[src/rtl/burst_wavegen_pkg.sv]
package burst_wavegen_pkg;
  typedef enum logic {ST_EMIT = 1'b0, ST_GAP = 1'b1} seq_state_e;
endpackage

[src/rtl/bwg_table.sv]
module bwg_table #(
  parameter int ADDR_W = 8,
  parameter int DATA_W = 8
) (
  input  logic              clk_i,
  input  logic              rst_ni,
  input  logic              wr_allow_i,
  input  logic              wr_en_i,
  input  logic [ADDR_W-1:0] wr_addr_i,
  input  logic [DATA_W-1:0] wr_data_i,
  input  logic [ADDR_W-1:0] rd_addr_i,
  output logic [DATA_W-1:0] rd_data_o
);
  localparam int DEPTH = 1 << ADDR_W;

  logic [DATA_W-1:0] mem_q [DEPTH];

  always_ff @(posedge clk_i) begin
    if (wr_allow_i && wr_en_i) mem_q[wr_addr_i] <= wr_data_i;
  end

  assign rd_data_o = mem_q[rd_addr_i];

  AST_NO_WRITE_WHILE_RUN: assert property (@(posedge clk_i) disable iff (!rst_ni)
    (!wr_allow_i && wr_en_i) |=> mem_q[$past(wr_addr_i)] == $past(mem_q[wr_addr_i]));
endmodule

[src/rtl/bwg_index.sv]
module bwg_index #(
  parameter int ADDR_W = 8
) (
  input  logic              clk_i,
  input  logic              rst_ni,
  input  logic              en_i,
  input  logic              step_i,
  input  logic [ADDR_W-1:0] last_i,
  output logic [ADDR_W-1:0] idx_o,
  output logic              wrap_o
);
  logic [ADDR_W-1:0] idx_q;

  assign wrap_o = (idx_q >= last_i);
  assign idx_o  = idx_q;

  always_ff @(posedge clk_i or negedge rst_ni) begin
    if (!rst_ni)     idx_q <= '0;
    else if (!en_i)  idx_q <= '0;
    else if (step_i) idx_q <= wrap_o ? '0 : idx_q + 1'b1;
  end

  AST_WRAP_TO_ZERO: assert property (@(posedge clk_i) disable iff (!rst_ni)
    (step_i && wrap_o) |=> idx_q == '0);
endmodule

[src/rtl/bwg_seq.sv]
module bwg_seq
  import burst_wavegen_pkg::*;
#(
  parameter int BURST_W = 16,
  parameter int GAP_W   = 16
) (
  input  logic               clk_i,
  input  logic               rst_ni,
  input  logic               en_i,
  input  logic               tick_i,
  input  logic               wrap_i,
  input  logic [BURST_W-1:0] burst_cnt_i,
  input  logic [GAP_W-1:0]   gap_i,
  output seq_state_e         state_o
);
  seq_state_e         state_q;
  logic [BURST_W-1:0] per_q;
  logic [GAP_W-1:0]   gap_q;
  logic               last_per;

  assign last_per = (burst_cnt_i != '0) && (per_q == burst_cnt_i - 1'b1);
  assign state_o  = state_q;

  always_ff @(posedge clk_i or negedge rst_ni) begin
    if (!rst_ni) begin
      state_q <= ST_EMIT;
      per_q   <= '0;
      gap_q   <= '0;
    end else if (!en_i) begin
      state_q <= ST_EMIT;
      per_q   <= '0;
      gap_q   <= '0;
    end else if (tick_i) begin
      unique case (state_q)
        ST_EMIT: if (wrap_i) begin
          if (burst_cnt_i == '0) begin
            per_q <= '0;
          end else if (last_per) begin
            per_q <= '0;
            gap_q <= '0;
            if (gap_i != '0) state_q <= ST_GAP;
          end else begin
            per_q <= per_q + 1'b1;
          end
        end
        ST_GAP: begin
          if (gap_q + 1'b1 >= gap_i) begin
            gap_q   <= '0;
            state_q <= ST_EMIT;
          end else begin
            gap_q <= gap_q + 1'b1;
          end
        end
        default: state_q <= ST_EMIT;
      endcase
    end
  end

  AST_CONT_NEVER_GAPS: assert property (@(posedge clk_i) disable iff (!rst_ni)
    (en_i && burst_cnt_i == '0 && state_q == ST_EMIT) |=> state_q == ST_EMIT);
endmodule

[src/rtl/burst_wavegen.sv]
module burst_wavegen
  import burst_wavegen_pkg::*;
#(
  parameter int ADDR_W  = 8,
  parameter int DATA_W  = 8,
  parameter int BURST_W = 16,
  parameter int GAP_W   = 16
) (
  input  logic               clk_i,
  input  logic               rst_ni,
  input  logic               en_i,
  input  logic               tick_i,
  input  logic               wr_en_i,
  input  logic [ADDR_W-1:0]  wr_addr_i,
  input  logic [DATA_W-1:0]  wr_data_i,
  input  logic [ADDR_W-1:0]  last_i,
  input  logic [BURST_W-1:0] burst_cnt_i,
  input  logic [GAP_W-1:0]   gap_i,
  input  logic [DATA_W-1:0]  idle_code_i,
  output logic [DATA_W-1:0]  dac_o,
  output logic               active_o
);
  logic [ADDR_W-1:0] idx;
  logic              wrap;
  logic [DATA_W-1:0] sample;
  seq_state_e        state;

  bwg_table #(.ADDR_W(ADDR_W), .DATA_W(DATA_W)) u_table (
    .clk_i, .rst_ni,
    .wr_allow_i (!en_i),
    .wr_en_i, .wr_addr_i, .wr_data_i,
    .rd_addr_i  (idx),
    .rd_data_o  (sample)
  );

  bwg_index #(.ADDR_W(ADDR_W)) u_index (
    .clk_i, .rst_ni, .en_i,
    .step_i (tick_i && state == ST_EMIT),
    .last_i,
    .idx_o  (idx),
    .wrap_o (wrap)
  );

  bwg_seq #(.BURST_W(BURST_W), .GAP_W(GAP_W)) u_seq (
    .clk_i, .rst_ni, .en_i, .tick_i,
    .wrap_i  (wrap),
    .burst_cnt_i, .gap_i,
    .state_o (state)
  );

  assign active_o = en_i && (state == ST_EMIT);
  assign dac_o    = active_o ? sample : idle_code_i;

  AST_GAP_INDEX_PARKED: assert property (@(posedge clk_i) disable iff (!rst_ni)
    (state == ST_GAP) |-> idx == '0);
  AST_IDLE_WHEN_OFF: assert property (@(posedge clk_i) disable iff (!rst_ni)
    !en_i |=> (idx == '0 || en_i));
endmodule

[config.mk]
export PLATFORM = sky130hd
export DESIGN_NAME = burst_wavegen
export DESIGN_NICKNAME = d
export VERILOG_FILES = /design/src/rtl/burst_wavegen_pkg.sv /design/src/rtl/bwg_table.sv /design/src/rtl/bwg_index.sv /design/src/rtl/bwg_seq.sv /design/src/rtl/burst_wavegen.sv
export SDC_FILE = /design/constraint.sdc
export NUM_CORES = 2
export LEC_CHECK = 0
export BUFFER_PORTS_ARGS = -buffer_cell sky130_fd_sc_hd__clkbuf_2
export CORE_MARGIN = 2
export CORE_UTILIZATION = 32
export CTS_CLUSTER_SIZE = 8
export DETAILED_ROUTE_END_ITERATION = 10
export PLACE_DENSITY_LB_ADDON = 0.12
export SETUP_SLACK_MARGIN = 0.02
export SYNTH_ARGS = -nofsm -noshare
export SYNTH_HDL_FRONTEND = slang
export SYNTH_HIERARCHICAL = 1
export SYNTH_SLANG_ARGS = --single-unit
[constraint.sdc]
create_clock -name clk_i -period 4.28 [get_ports clk_i]
set_input_delay 0.214 -clock clk_i [delete_from_list [all_inputs] [get_ports clk_i]]
set_output_delay 0.214 -clock clk_i [all_outputs]
set_load 0.02 [all_outputs]
Yosys cells after proc, flatten, opt, wreduce, memory -nomap -nowiden
Memories as Yosys holds them, arrays and structs flattened.
Cells that the tools add are included.

word-level totals
  bits in registers = 41
  bits in writable memories = 2,048
  input bits = 69
  output and inout port bits = 9
  word-level logic and storage cells = 57
  memories = 1

memories
  memory         words  bits a word  rd ports  clocked after memory_dff  wr ports  RTL line         text
  u_table.mem_q  256    8            1         0                         1         bwg_table.sv:16  logic [DATA_W-1:0] mem_q [DEPTH];

operators by class
  add/subtract/negate cells = 4
  magnitude comparators = 2
  equal/unequal tests = 8
  muxes and demuxes = 27
  bitwise gates (word level) = 1
  reduce and logical (&&, ||, !) cells = 10

operators with widths
  kind                     count
  $mux W16                 12
  $add A16 B1 Y16 const B  2
  $mux W8                  4
  $pmux W16 S2             1
  $reduce_bool A16 Y1      2
  $eq A16 B16 Y1           1
  $ge A16 B16 Y1           1
  $logic_not A16 Y1        1
  $sub A16 B1 Y16 const B  1
  $mux W1                  9
  $add A8 B1 Y8 const B    1
  $ge A8 B8 Y1             1
  $ne A2 B1 Y1 const B     3
  $ne A3 B2 Y1 const B     2
  $logic_and A1 B1 Y1      4
  $reduce_and A4 Y1        1
  $ne A3 B3 Y1 const B     1
  $reduce_and A3 Y1        1
  $ne A2 B2 Y1 const B     1
  $pmux W1 S2              1
  $logic_not A1 Y1         1
  $not A1 Y1               1

Longest topological paths before layout
  depth in word-level cells = 9
  depth in mapped cells = 16
  mapped depth without buffers = 14

Modules after synthesis
Netlist, hierarchy kept.

by module, submodules not included
  module         times used  cells each  area each (um^2)  sequential area each (um^2)
  bwg_table      1           3,754       79,705.2          61,499.0
  bwg_seq        1           362         2,974.1           825.8
  bwg_index      1           72          678.2             200.2
  burst_wavegen  1           13          160.2             0.0

Worst setup path before layout
No wires, ideal clock.

  kind = register to register
  from = reg u_seq.gap_q[0]
  to = reg u_seq.gap_q[11]
  library setup time = 0.094 ns
  arrival = 3.176 ns
  required time = 4.186 ns
  slack = 1.010 ns
  stages on the path, launching flop included = 16
  path buffers = 2
  clock period less this slack = 3.270 ns
  path through = dfrtp_1 > ha_1 > and3_1 > and3_1 > and3_1 > clkbuf_1 > xnor2_1 > ha_1 > a21oi_1 > nand2_1 > a221oi_1 > o211a_1 > clkbuf_1 > and4b_1 > a21oi_1 > a211oi_1

between the ends
  longest elaborated chain between the ends = 6

RTL lines
  element                   RTL line                      text
  start: declaration        bwg_seq.sv:18                 logic [GAP_W-1:0] gap_q;
  start signal: assignment  bwg_seq.sv:51                 gap_q <= gap_q + 1'b1;
  $add A16 B1 Y16 *         bwg_seq.sv:47, bwg_seq.sv:51
  $ge A16 B16 Y1            bwg_seq.sv:47                 if (gap_q + 1'b1 >= gap_i) begin
  $mux W16 *                bwg_seq.sv:47
  $pmux W16 S2 *            bwg_seq.sv:34                 unique case (state_q)
  $mux W16 *                bwg_seq.sv:33                 end else if (tick_i) begin
  $mux W16 *                bwg_seq.sv:29                 end else if (!en_i) begin

Every way passes the cells marked *; elsewhere a longest branch is shown, timed or not. The select of a mux whose other input is x is not followed.
A chain may end at the register's enable or synchronous reset.

Worst setup path in the final report
  from = reg u_index.idx_q[0], in the netlist u_index/idx_o[0]
  to = out dac_o[7]

between the ends
  longest elaborated chain between the ends = 2

RTL lines
  element                   RTL line             text
  start: declaration        bwg_index.sv:12      logic [ADDR_W-1:0] idx_q;
  start signal: assignment  bwg_index.sv:20      else if (step_i) idx_q <= wrap_o ? '0 : idx_q + 1'b1;
  $mem_v2 Z256 W8           --
  named net sample[7]       burst_wavegen.sv:25  logic [DATA_W-1:0] sample;
  $mux W8                   burst_wavegen.sv:52  assign dac_o = active_o ? sample : idle_code_i;
  end: declaration          burst_wavegen.sv:20  output logic [DATA_W-1:0] dac_o,

The timed path passes the listed nets, and every way through them passes these cells.

==> summary.md <==
| Metric | Value |
|---|---|
| Status | complete, but fails checks |
| Violated checks | negative setup slack |
| Post-route minimum period | 4.46 ns |
| P_leak | 0.0312 uW |
| Flops & latches, synth | 2089 |
| CTS tree | done |
| Tot Pwr | 46600 uW |
| Count leader, synth | edfxtp_1 |
| FFs w/ async S/R, synth | 1.96% |
| Fmax achieved | 224 MHz |
| Post-DRT Antenna Nets | 0 |
| Synthesized area | 0.0835 sq mm |
| Setup TNS Final | -0.973 ns |
| Share of layout cells above drive strength 1 | 29.0% |
| Ys Warns | 6 |
| Initial core utilization | 32.2% |
| Row count | 187 |
| Clk root buf | clkbuf_16 |
| Largest net degree at the start of global routing | 169 |
| Area Growth Syn to Fin | 20.0% |
| Netlist cell types | 93 |
| Share of the synthesized area in the top cell type | 73.6% |
| Multi-input logic area | 0.0201 sq mm |
| Final Net Count | 4828 |
| VDD IR max | 0.000415 V |
| Final WS setup | -0.177 ns |
| Max Cap Viol | 0 |
| RSZ-0062 raised after global routing | yes |
| Main synth FF type | edfxtp_1 |
| Total GRT Usage | 18.8% |
| Synth cell count leaders | edfxtp_1, mux4_2, nor2_1 |
| Total grt overflow | 0 |
| First-pass GRT wire length | 354000 um |
| WL/cell | 30.7 um |
| WL final | 252000 um |
| Syn nets | 4299 |
| Gate Count Post-Synth | 4201 |
| Slew HR | 23.3% |
| Worst Path Required | 4.07 ns |
| Routability cong. | 0.794 |
| Crit. End Element | output pin |
| Final Hold Vio Count | 0 |
| Crit start category | flop |
| TritonCTS Buffers | 312 |
| Yosys top cell by area | edfxtp_1 |
| Estimated wirelength of the detail-placed design | 155000 um |
| Vias in the first global route | 44800 |
| Clk sink count | 2089 |
| Seq/Total Area, Yosys | 74.9% |
| # fillers | 23400 |
| Synth top area cells | edfxtp_1, mux4_2, mux2i_1 |
| Htree depth | 5 |
| First-pass DRT Iterations | 5 |
| Largest fanout on the critical path | 8 |
| Worst-Skew Late Latency | 0.92 ns |
| Setup-failing EPs final | 8 |
| Hold slack | 0.0948 ns |
| Clock Tree Buf Depth | 4 |
| Clk slew on worst S/H paths | 0.05 ns |
| I/O Buffers | 77 |
| Die height | 515 um |
| Vias/cell | 5.35 |
| Clk_skew | 0.0508 ns |
| Io pins | 78 |
| Post-synth EDFFs | 2048 |
| Initial drt markers | 4202 |
| Via count | 43900 |
| Syn_area_per_cell | 19.9 sq um |
| CP Class | reg2out |
| FF+latch area | 0.0625 sq mm |
| Core ar. | 0.259 sq mm |
| Slew Viols, Final | 0 |
| Initial antenna violation count | 9 |
| Class of the tightest hold or removal check | in2reg |
| Post-route clock period utilization | 104% |
| Die area | 0.265 sq mm |
| Pwr per Cell Area | 465 mW/mm^2 |
| DRC Markers | 0 |
| Worst-Margin Slew | 1.15 ns |
| Crit path arrival time | 4.24 ns |
| Die Wd | 515 um |
## cell usage in the layout, fill, tap and decap left out, types with 17 or more instances in the layout
cell / count
a22o_1: 20
nor3_1: 19
xnor2_1: 28
a211oi_1: 17
a21oi_1: 69
buf_4: 266
nor2_1: 296
nand4_1: 26
mux4_2: 406
a21oi_2: 29
nor2b_1: 21
buf_12: 50
ha_1: 29
edfxtp_1: 2048
nand2_1: 80
clkbuf_1: 41
clkbuf_2: 62
a22oi_1: 90
inv_1: 54
a22oi_2: 45
mux4_1: 36
o22ai_1: 53
dlygate4sd3_1: 20
nand3_1: 50
buf_16: 20
dfrtp_1: 35
o221ai_1: 40
buf_6: 17
mux2i_1: 151
clkbuf_16: 318
## worst paths after layout
check / cells past startpoint / start / slack (ns) / end
setup reg to reg: 14 / u_seq/gap_q[0] / 0.37 / u_seq/gap_q[7]
setup / recovery: 14 / u_index/idx_o[0] / -0.18 / dac_o[7]
max in group asynchronous: 4 / rst_ni / 2.94 / u_seq/gap_q[11]
hold / removal: 3 / wr_addr_i[0] / 0.09 / u_table/mem_q[199][6]
hold reg to reg: 1 / u_seq/gap_q[15] / 0.53 / u_seq/gap_q[15]
min in group asynchronous: 4 / rst_ni / 0.51 / u_seq/per_q[15]
## critical path, cell delays in order, from the launching register on
cell      delay (ns)
dfrtp_4         0.50
buf_12          0.16
buf_16          0.17
buf_12          0.17
buf_16          0.14
buf_12          0.12
mux4_2          0.44
a22oi_2         0.29
a21oi_2         0.14
nor4_1          0.30
buf_4           0.24
nor4_4          0.07
buf_12          0.13
mux2_4          0.26
clkbuf_8        0.15
## area by class of cell
class	instances	area share (%)
sequential	2089	62.4
multi-input combinational	1807	20.1
clock buffer	359	8.10
timing repair buffer	466	4.85
tap	3402	4.25
inverter	54	0.202
clock inverter	12	0.110
antenna	4	0.00999
## flip-flops by register name, summed over array words and instances, names as in the netlist
name,flops
u_seq/state_o,1
u_table/mem_q,2048
u_index/idx_o,8
u_seq/gap_q,16
u_seq/per_q,16
## power by group
part	switching (uW)	internal, uW
registers	20.0	22500
clock network	8320	13100
logic	1500	1130
total	9840	36800
## through the flow
step	cells	area [sq um]	setup WS (ns)	utilization [%]
after floorplan	4201	83500	1.01	-
after global placement	7722	89500	-0.233	34.5
after detailed placement	7722	89500	-0.236	34.5
after CTS	8178	99800	-0.262	38.5
after global routing	8191	100000	-0.255	38.6
final	8193	100000	-0.177	38.6
## cells by family (layout without fill, tap and decap cells)
logic type	Yosys count	count (layout)	share of synthesized area, %
xor+xnor	37	37	0.388
other cells	0	4	0
fa+ha+maj	29	29	0.434
compound gates	496	496	4.29
simple gates	639	639	3.63
flops	2089	2089	74.9
mux	606	606	14.1
buf+inv	305	891	2.26
## metal layers
| metal | vias to the layer above | global-route usage, % | wire length, um |
|---|---|---|---|
| met4 | 0 | 4.55 | 5580 |
| met3 | 362 | 2.70 | 11000 |
| met2 | 1226 | 30.5 | 121000 |
| met1 | 23900 | 26.6 | 114000 |
| li1 | 18400 | - | - |
| met5 | - | 0 | 0 |
## what timing repair did
action | 4_1_cts | 5_1_grt
setup buffers | 56 | 14
gates cloned | 14 | 0
pin swaps | 34 | 19
resized for setup | 204 | 71
setup endpoints to repair | 8 | 9
hold endpoints to repair | 669 | 0
hold buffers | 20 | 0
Power figures use the tool's default switching activity.
